===== src/rtl/irq_agg_pkg.sv =====
package irq_agg_pkg;

    typedef enum logic [2:0] {
        RK_NONE,
        RK_STAT,
        RK_EN_A,
        RK_EN_B,
        RK_SW_REQ,
        RK_SW_EN,
        RK_GPIO_EN,
        RK_GPIO_ST
    } reg_kind_e;

    // Word map: status banks, set-A enables, set-B enables, then the
    // sub-controller registers, all packed from address zero.
    function automatic reg_kind_e decode_kind(input int unsigned addr,
                                              input int unsigned nb);
        if (addr < nb)              return RK_STAT;
        else if (addr < 2 * nb)     return RK_EN_A;
        else if (addr < 3 * nb)     return RK_EN_B;
        else if (addr == 3 * nb)    return RK_SW_REQ;
        else if (addr == 3 * nb + 1) return RK_SW_EN;
        else if (addr == 3 * nb + 2) return RK_GPIO_EN;
        else if (addr == 3 * nb + 3) return RK_GPIO_ST;
        else                        return RK_NONE;
    endfunction

    function automatic int unsigned decode_bank(input int unsigned addr,
                                                input int unsigned nb);
        return addr % nb;
    endfunction

endpackage


===== src/rtl/irq_sub_ctrl.sv =====
// Second-level interrupt source: a bus-written request register ORed with
// external request levels, masked by its own enable register, reduced to
// one cascade bit.
module irq_sub_ctrl #(
    parameter int unsigned W = 32
) (
    input  logic         clk,
    input  logic         rst_n,
    input  logic [W-1:0] ext_req,
    input  logic [W-1:0] wdata,
    input  logic         req_we,
    input  logic         en_we,
    output logic [W-1:0] raw_o,
    output logic [W-1:0] en_o,
    output logic         casc_o
);

    typedef struct packed {
        logic [W-1:0] req;
        logic [W-1:0] en;
    } sub_state_t;

    sub_state_t st_d, st_q;

    always_comb begin
        st_d = st_q;
        if (req_we) st_d.req = wdata;
        if (en_we)  st_d.en  = wdata;
    end

    always_ff @(posedge clk or negedge rst_n) begin
        if (!rst_n) st_q <= '0;
        else        st_q <= st_d;
    end

    assign raw_o  = st_q.req | ext_req;
    assign en_o   = st_q.en;
    assign casc_o = |(raw_o & st_q.en);

endmodule


===== src/rtl/irq_bank_status.sv =====
// Builds the status banks from the peripheral levels, substituting the two
// cascade bits at their parameterised positions.
module irq_bank_status #(
    parameter int unsigned NB       = 3,
    parameter int unsigned BW       = 32,
    parameter int unsigned SW_BIT   = 7,
    parameter int unsigned GPIO_BIT = 9
) (
    input  logic [NB*BW-1:0] periph_i,
    input  logic             sw_casc_i,
    input  logic             gpio_casc_i,
    output logic [NB*BW-1:0] status_o
);

    localparam int unsigned SW_POS   = SW_BIT;
    localparam int unsigned GPIO_POS = BW + GPIO_BIT;

    always_comb begin
        status_o           = periph_i;
        status_o[SW_POS]   = sw_casc_i;
        status_o[GPIO_POS] = gpio_casc_i;
    end

endmodule


===== src/rtl/irq_bank_reduce.sv =====
// Per-bank masked pending for one enable set.
module irq_bank_reduce #(
    parameter int unsigned NB = 3,
    parameter int unsigned BW = 32
) (
    input  logic [NB*BW-1:0] status_i,
    input  logic [NB*BW-1:0] en_i,
    output logic [NB-1:0]    pend_o
);

    for (genvar b = 0; b < NB; b++) begin : g_bank
        assign pend_o[b] = |(status_i[b*BW +: BW] & en_i[b*BW +: BW]);
    end

endmodule


===== src/rtl/irq_bank_aggregator.sv =====
module irq_bank_aggregator
    import irq_agg_pkg::*;
#(
    parameter int unsigned NUM_BANKS     = 3,
    parameter int unsigned BANK_W        = 32,
    parameter int unsigned SW_W          = 32,
    parameter int unsigned GPIO_W        = 32,
    parameter int unsigned SW_CASC_BIT   = 7,
    parameter int unsigned GPIO_CASC_BIT = 9,
    parameter int unsigned ADDR_W        = 4
) (
    input  logic                        clk,
    input  logic                        rst_n,
    input  logic [NUM_BANKS*BANK_W-1:0] periph_irq,
    input  logic [GPIO_W-1:0]           gpio_irq,
    input  logic                        bus_we,
    input  logic [ADDR_W-1:0]           bus_addr,
    input  logic [BANK_W-1:0]           bus_wdata,
    output logic [BANK_W-1:0]           bus_rdata,
    output logic                        cpu_irq_a,
    output logic                        cpu_irq_b
);

    localparam int unsigned TOT_W = NUM_BANKS * BANK_W;

    typedef struct packed {
        logic [TOT_W-1:0] en_a;
        logic [TOT_W-1:0] en_b;
        logic             irq_a;
        logic             irq_b;
    } agg_state_t;

    agg_state_t st_d, st_q;

    reg_kind_e   kind;
    int unsigned bidx;

    logic [TOT_W-1:0]     status_w;
    logic [TOT_W-1:0]     en_a_w;
    logic [TOT_W-1:0]     en_b_w;
    logic [NUM_BANKS-1:0] pend_a;
    logic [NUM_BANKS-1:0] pend_b;
    logic [SW_W-1:0]      sw_req_w;
    logic [SW_W-1:0]      sw_en_w;
    logic [GPIO_W-1:0]    gpio_raw_w;
    logic [GPIO_W-1:0]    gpio_en_w;
    logic                 sw_casc;
    logic                 gpio_casc;
    logic                 sw_req_we;
    logic                 sw_en_we;
    logic                 gpio_en_we;

    assign kind = decode_kind(int'(bus_addr), NUM_BANKS);
    assign bidx = decode_bank(int'(bus_addr), NUM_BANKS);

    assign sw_req_we  = bus_we && (kind == RK_SW_REQ);
    assign sw_en_we   = bus_we && (kind == RK_SW_EN);
    assign gpio_en_we = bus_we && (kind == RK_GPIO_EN);

    irq_sub_ctrl #(.W(SW_W)) u_sw (
        .clk    (clk),
        .rst_n  (rst_n),
        .ext_req('0),
        .wdata  (bus_wdata[SW_W-1:0]),
        .req_we (sw_req_we),
        .en_we  (sw_en_we),
        .raw_o  (sw_req_w),
        .en_o   (sw_en_w),
        .casc_o (sw_casc)
    );

    irq_sub_ctrl #(.W(GPIO_W)) u_gpio (
        .clk    (clk),
        .rst_n  (rst_n),
        .ext_req(gpio_irq),
        .wdata  (bus_wdata[GPIO_W-1:0]),
        .req_we (1'b0),
        .en_we  (gpio_en_we),
        .raw_o  (gpio_raw_w),
        .en_o   (gpio_en_w),
        .casc_o (gpio_casc)
    );

    irq_bank_status #(
        .NB      (NUM_BANKS),
        .BW      (BANK_W),
        .SW_BIT  (SW_CASC_BIT),
        .GPIO_BIT(GPIO_CASC_BIT)
    ) u_status (
        .periph_i   (periph_irq),
        .sw_casc_i  (sw_casc),
        .gpio_casc_i(gpio_casc),
        .status_o   (status_w)
    );

    assign en_a_w = st_q.en_a;
    assign en_b_w = st_q.en_b;

    irq_bank_reduce #(.NB(NUM_BANKS), .BW(BANK_W)) u_reduce_a (
        .status_i(status_w),
        .en_i    (en_a_w),
        .pend_o  (pend_a)
    );

    irq_bank_reduce #(.NB(NUM_BANKS), .BW(BANK_W)) u_reduce_b (
        .status_i(status_w),
        .en_i    (en_b_w),
        .pend_o  (pend_b)
    );

    // Next state: enable writes and the registered output lines.
    always_comb begin
        st_d = st_q;
        if (bus_we) begin
            case (kind)
                RK_EN_A: st_d.en_a[bidx*BANK_W +: BANK_W] = bus_wdata;
                RK_EN_B: st_d.en_b[bidx*BANK_W +: BANK_W] = bus_wdata;
                default: ;
            endcase
        end
        st_d.irq_a = |pend_a;
        st_d.irq_b = |pend_b;
    end

    always_ff @(posedge clk or negedge rst_n) begin
        if (!rst_n) st_q <= '0;
        else        st_q <= st_d;
    end

    always_comb begin
        bus_rdata = '0;
        case (kind)
            RK_STAT:    bus_rdata = status_w[bidx*BANK_W +: BANK_W];
            RK_EN_A:    bus_rdata = st_q.en_a[bidx*BANK_W +: BANK_W];
            RK_EN_B:    bus_rdata = st_q.en_b[bidx*BANK_W +: BANK_W];
            RK_SW_REQ:  bus_rdata = BANK_W'(sw_req_w);
            RK_SW_EN:   bus_rdata = BANK_W'(sw_en_w);
            RK_GPIO_EN: bus_rdata = BANK_W'(gpio_en_w);
            RK_GPIO_ST: bus_rdata = BANK_W'(gpio_raw_w);
            default:    bus_rdata = '0;
        endcase
    end

    assign cpu_irq_a = st_q.irq_a;
    assign cpu_irq_b = st_q.irq_b;

endmodule


===== config.mk =====
export PLATFORM = sky130hd
export DESIGN_NAME = irq_bank_aggregator
export DESIGN_NICKNAME = d
export VERILOG_FILES = /design/src/rtl/irq_agg_pkg.sv /design/src/rtl/irq_sub_ctrl.sv /design/src/rtl/irq_bank_status.sv /design/src/rtl/irq_bank_reduce.sv /design/src/rtl/irq_bank_aggregator.sv
export SDC_FILE = /design/constraint.sdc
export NUM_CORES = 1
export LEC_CHECK = 0
export BUFFER_PORTS_ARGS = -buffer_cell sky130_fd_sc_hd__buf_2
export CAP_MARGIN = 20
export CORE_MARGIN = 4
export CORE_UTILIZATION = 64
export DETAILED_ROUTE_END_ITERATION = 16
export PLACE_DENSITY = 0.91
export SETUP_SLACK_MARGIN = 0.4
export SKIP_CTS_REPAIR_TIMING = 1
export SYNTH_ARGS = -nofsm -noshare
export SYNTH_HDL_FRONTEND = slang
export SYNTH_SLANG_ARGS = --single-unit

===== constraint.sdc =====
create_clock -name clk -period 6.7 [get_ports clk]
set_input_delay 0.67 -clock clk [delete_from_list [all_inputs] [get_ports clk]]
set_output_delay 0.67 -clock clk [all_outputs]
set_load 0.05 [all_outputs]

; ---- Word level (Yosys, flattened, before mapping)
; Cells that the tools add are included.
[word_totals]
regBits = 290
input_bits = 167
elab_cells = 55
[op_classes]
add_sub_neg = 1
div = 1
n_lt_le_gt_ge = 3
eq_ne = 11
shift = 5
mux = 10
bitwise = 8
n_reduce_logical = 9
[op_table]
columns = op, count
row1 = indexed part select 96 x 33 -> 32 bit, 3
row2 = bitwise AND 32 bit, 8
row3 = case mux 32 bit (7 select lines), 1
row4 = bitwise mux 96 bit, 2
row5 = OR reduction 96 bit, 2
row6 = variable shift 32 x 34 -> 96 bit (first input constant), 1
row7 = indexed part select 32 x 34 -> 96 bit, 1
row8 = OR reduction 32 bit, 2
row9 = negator 32 -> 34 bit, 1
row10 = remainder unit 4 x 2 -> 32 bit (second input constant), 1
row11 = two-way mux 3 bit, 7
row12 = == test 4 bit (second input constant), 4
row13 = == test 3 bit (second input constant), 4
row14 = == test 3 x 2 -> 1 bit (second input constant), 2
row15 = less-than comparator 4 x 2 -> 1 bit (second input constant), 1
row16 = less-than comparator 4 x 3 -> 1 bit (second input constant), 1
row17 = less-than comparator 4 bit (second input constant), 1
row18 = AND reduction 2 bit, 2
row19 = == test 3 x 1 -> 1 bit (second input constant), 1
row20 = logical AND 1 bit, 3

; ---- Logic depth before layout (Yosys ltp)
[depth]
word_depth = 10
depth_mapped = 22

; ---- Modules after synthesis
; Synthesis repeated with hierarchy kept, for this count alone.
[unflattened]
hier_cells = 1592
hier_area_um2 = 19020.7
[by_module_without_submodules]
columns = module, n_inst, cells_each, area_per_inst_um2, seq_area_each_um2
row1 = irq_bank_aggregator, 1, 884, 10745.3, 4854.7
row2 = irq_sub_ctrl, 2, 243, 3304.4, 1601.5
row3 = irq_bank_reduce, 2, 63, 473.0, 0.0
row4 = irq_bank_status, 1, 96, 720.7, 0.0

; ---- Worst setup path before layout
; Ideal clock, no wire load.
[synth_timing]
path_type = input to output
start = input bus_addr[2]
end = output bus_rdata[7]
t_arrival_ns = 4.649
required_ns = 6.030
setup_slack_ns = 1.381
cell_stages = 16
path_buffers = 5
path_cell_list = buf_2 buf_2 clkbuf_1 ha_1 buf_2 a21boi_2 nor3_1 a21o_1 ha_1 inv_1 nand3_1 or3_1 a211oi_1 buf_2 a21oi_1 o21ai_0
[synth_between]
elab_chain_len = 10
[synth_rtl]
columns = element, line_no
row1 = from (decl), irq_bank_aggregator.sv:17  ; input logic [ADDR_W-1:0] bus_addr,
row2 = branches (longest 9 deep; another with remainder unit 4 x 2 -> 32 bit), --
row3 = case mux 32 bit (7 select lines) (*), irq_bank_aggregator.sv:132  ; case (kind)
row4 = to (decl), irq_bank_aggregator.sv:19  ; output logic [BANK_W-1:0] bus_rdata,
; Mark *: on every way between the ends.

; ---- Worst setup path after layout
[layout_timing]
start = input bus_addr[3]
end = output bus_rdata[10]
; The elaborated chain is that of the path after synthesis.

==> impl_metrics.toml <==
[sta]
setup_viol = 0
hold_viol_final = 0
skew_ns = 0.0250
rsz0062_at_grt = "false"
slew_headroom_pct = 24.3
min_period_over_period_pct = 90.9
fin_crit_ns = 6.09
worst_pin_slew_ns = 1.13
drv_slew = 0
timing.fmax_mhz = 164
tns_ns = 0

[die]
die_w_um = 168
die-area_um2 = 28300
initial_utilization_pct = 65.1
boundaryPins = 201
die_h_um = 168
fp-row-count = 58
core_um2 = 25300

[final_layout]
area_growth_pct = 13.7
stdcell_count = 1940
fin_nets = 1758
final_layout_size_suffix_gt1_share_pct = 33.1

[yosys]
synth_seq_cells = 290
async_reset_ff_share_pct = 100
yosys_most_used_dff = "dfrtp_1"
syn_inst = 1431
synth_enable_flop_cells = 0
syn_nets = 1603
ys_types = 70
yosys_warnings = 0
synth_seq_area_share_pct = 44.1
synth_area_per_cell_um2 = 11.5
synth_area_um2 = 16400

[worst_setup_path]
reg2reg_depth = 7
cp_max_fo = 32
r2r_slack_ns = 3.70
worst-endpoint-arrival_ns = 5.42
crit_type = "in2out"
r2r-start = "u_sw.st_q[47]$_DFFE_PN0P_"
setup.worst_path.start = "bus_addr[3]"
crit_path_start_kind = "input port"
required_ns = 6.03
r2r-end = "cpu_irq_a$_DFF_PN0_"
end_kind = "output port"

[cts]
cts_tree = "done"
numCtsBuffers = 30
clock-sinks = 290
cts_root_buf = "clkbuf_16"
insertion_delay_ns = 0.58
cts.path.max_buffers = 3
path_clk_slew_ns = 0.06
htree_levels = 1

[global_route]
grt_max_degree = 193
grt_overflow = 0
antenna_found_initial = 5
grt_pass1_vias = 14695
grt_pass1_wl_um = 91000
track_usage_pct = 41.8

[place]
hpwl_um = 41400
port_buffers = 198
place_congestion = 1.03
placedCellCount = 1884

[pwr]
ir_drop_v = 0.000232
leakagePower_uw = 0.00906
pwr_density_cell_nw_per_um2 = 289

[drt]
drt-vias-per-instance = 7.75
first_iter_violations = 3014
antenna_left = 0
route.detailed.drc = 0
drt_pass1_iterations = 9
wl_um = 61200
avgRoutedWirePerCell_um = 31.5
vias = 15043

[run_status]
status = "completed"

[hold_path]
hp-class = "in2async"

[flow_run]
drv_cap = 0
-- cell usage in the layout, fill, tap and decap left out, types with 3 or more instances in the layout --
cell	count
dfrtp_1	290
buf_2	197
mux2_2	175
a22oi_1	168
nand2_1	101
mux2i_1	96
o211ai_1	94
mux2_1	85
nor2b_1	39
nand3_1	39
a31o_2	31
clkbuf_16	31
mux2_4	30
nand4_1	29
buf_4	23
a22o_1	13
a221oi_1	12
a21oi_1	11
clkbuf_1	10
o21ai_0	9
clkbuf_8	9
nor3_1	8
nor4_1	7
nor2_1	6
o21ai_1	6
ha_1	5
inv_1	4
nand2b_1	4
buf_12	4
inv_2	3
a21o_1	3
nor3_2	3
a211oi_1	3
clkinv_2	3
-- synthesized netlist by cell type (4+ instances only) --
| cell type | count | area share, % |
|---|---|---|
| a211oi_1 | 4 | 0.18 |
| a21oi_1 | 11 | 0.33 |
| a221oi_1 | 12 | 0.64 |
| a22o_1 | 13 | 0.69 |
| a22oi_1 | 168 | 7.7 |
| a31o_2 | 31 | 1.7 |
| buf_1 | 16 | 0.37 |
| buf_2 | 25 | 0.76 |
| buf_6 | 10 | 0.68 |
| clkbuf_1 | 49 | 1.1 |
| dfrtp_1 | 290 | 44 |
| ha_1 | 5 | 0.38 |
| inv_1 | 4 | 0.091 |
| mux2_1 | 85 | 5.8 |
| mux2_2 | 175 | 12 |
| mux2_4 | 30 | 2.7 |
| mux2i_1 | 97 | 5.9 |
| nand2_1 | 101 | 2.3 |
| nand2b_1 | 4 | 0.15 |
| nand3_1 | 40 | 1.2 |
| nand4_1 | 29 | 1.1 |
| nor2_1 | 7 | 0.16 |
| nor2b_1 | 39 | 1.5 |
| nor3_1 | 11 | 0.33 |
| nor4_1 | 7 | 0.27 |
| o211ai_1 | 94 | 4.3 |
| o21ai_0 | 9 | 0.27 |
| o21ai_1 | 6 | 0.18 |
-- sequential cells by signal (all words and copies together) (netlist names) --
signal       count
en_b_w          96
en_a_w          96
u_sw.st_q       32
cpu_irq_b        1
cpu_irq_a        1
u_sw.en_o       32
u_gpio.en_o     32
-- routing by layer --
metal | GRT usage (%) | vias up | part of all wire (%)
li1 | - | 5901 | -
met1 | 52.3 | 7272 | 32
met2 | 61.4 | 1424 | 43
met3 | 13.2 | 442 | 15
met4 | 29.6 | 4 | 10
met5 | 0 | - | 0.033
-- power by group --
group          leakage, uW  switching, uW  internal (uW)
sequential         0.00386            275           2030
clock             0.000475            714            946
combinational      0.00473            890            544
-- worst max-delay path, stage by stage --
cell and delay [ns]:
buf_2 0.27, nor2b_1 0.26, ha_1 0.58, a21boi_2 0.32, nor3_1 0.11, a21o_1 0.22
ha_1 0.26, inv_1 0.18, nand3_1 0.22, nor3_2 0.41, o211a_1 0.19, buf_4 0.43
o211ai_1 0.47, a31o_2 0.43, nand3_1 0.09, buf_2 0.27
-- cells by family (layout without fill, tap and decap cells) --
logic type,Yosys count,in the layout,share of synthesized area [%]
other cells,0,1,0
compound gates,382,382,17.8
xor+xnor,2,2,0.152
simple gates,256,256,7.90
mux,387,387,26.4
fa+ha+maj,5,5,0.380
buf+inv,109,287,3.18
flops,290,290,44.1
-- cell type report --
type / instances / area, um2
Antenna cell: 1 / 2.50
Multi-Input combinational cell: 1032 / 8770
Inverter: 7 / 26.3
Clock inverter: 5 / 31.3
Tap cell: 330 / 413
Timing Repair Buffer: 225 / 1250
Sequential cell: 290 / 7260
Clock buffer: 50 / 937
Fill cell: 1602 / 6570
-- worst max path at each step --
stage               cells after the start                endpoint
floorplan                              16            bus_rdata[7]
global placement                       16           bus_rdata[13]
detailed placement                     18  en_b_w[32]$_DFFE_PN0P_
CTS                                    16            bus_rdata[8]
global route                           16           bus_rdata[10]
finish                                 16           bus_rdata[10]
-- per-stage QoR --
step | util [%] | setup WS (ns) | cell area, um2 | total power (uW) | hold slack (ns)
after global routing | 74.0 | 0.409 | 18700 | 5530 | 0.298
after global placement | 70.1 | 0.903 | 17700 | 3580 | 0.489
after detailed placement | 70.1 | 0.740 | 17700 | 3650 | 0.504
after floorplan | - | 1.38 | 16400 | 3110 | 0.374
after CTS | 74.0 | 0.744 | 18700 | 5300 | 0.272
final | 74.0 | 0.608 | 18700 | 5400 | 0.189
Power figures use the tool's default switching activity.
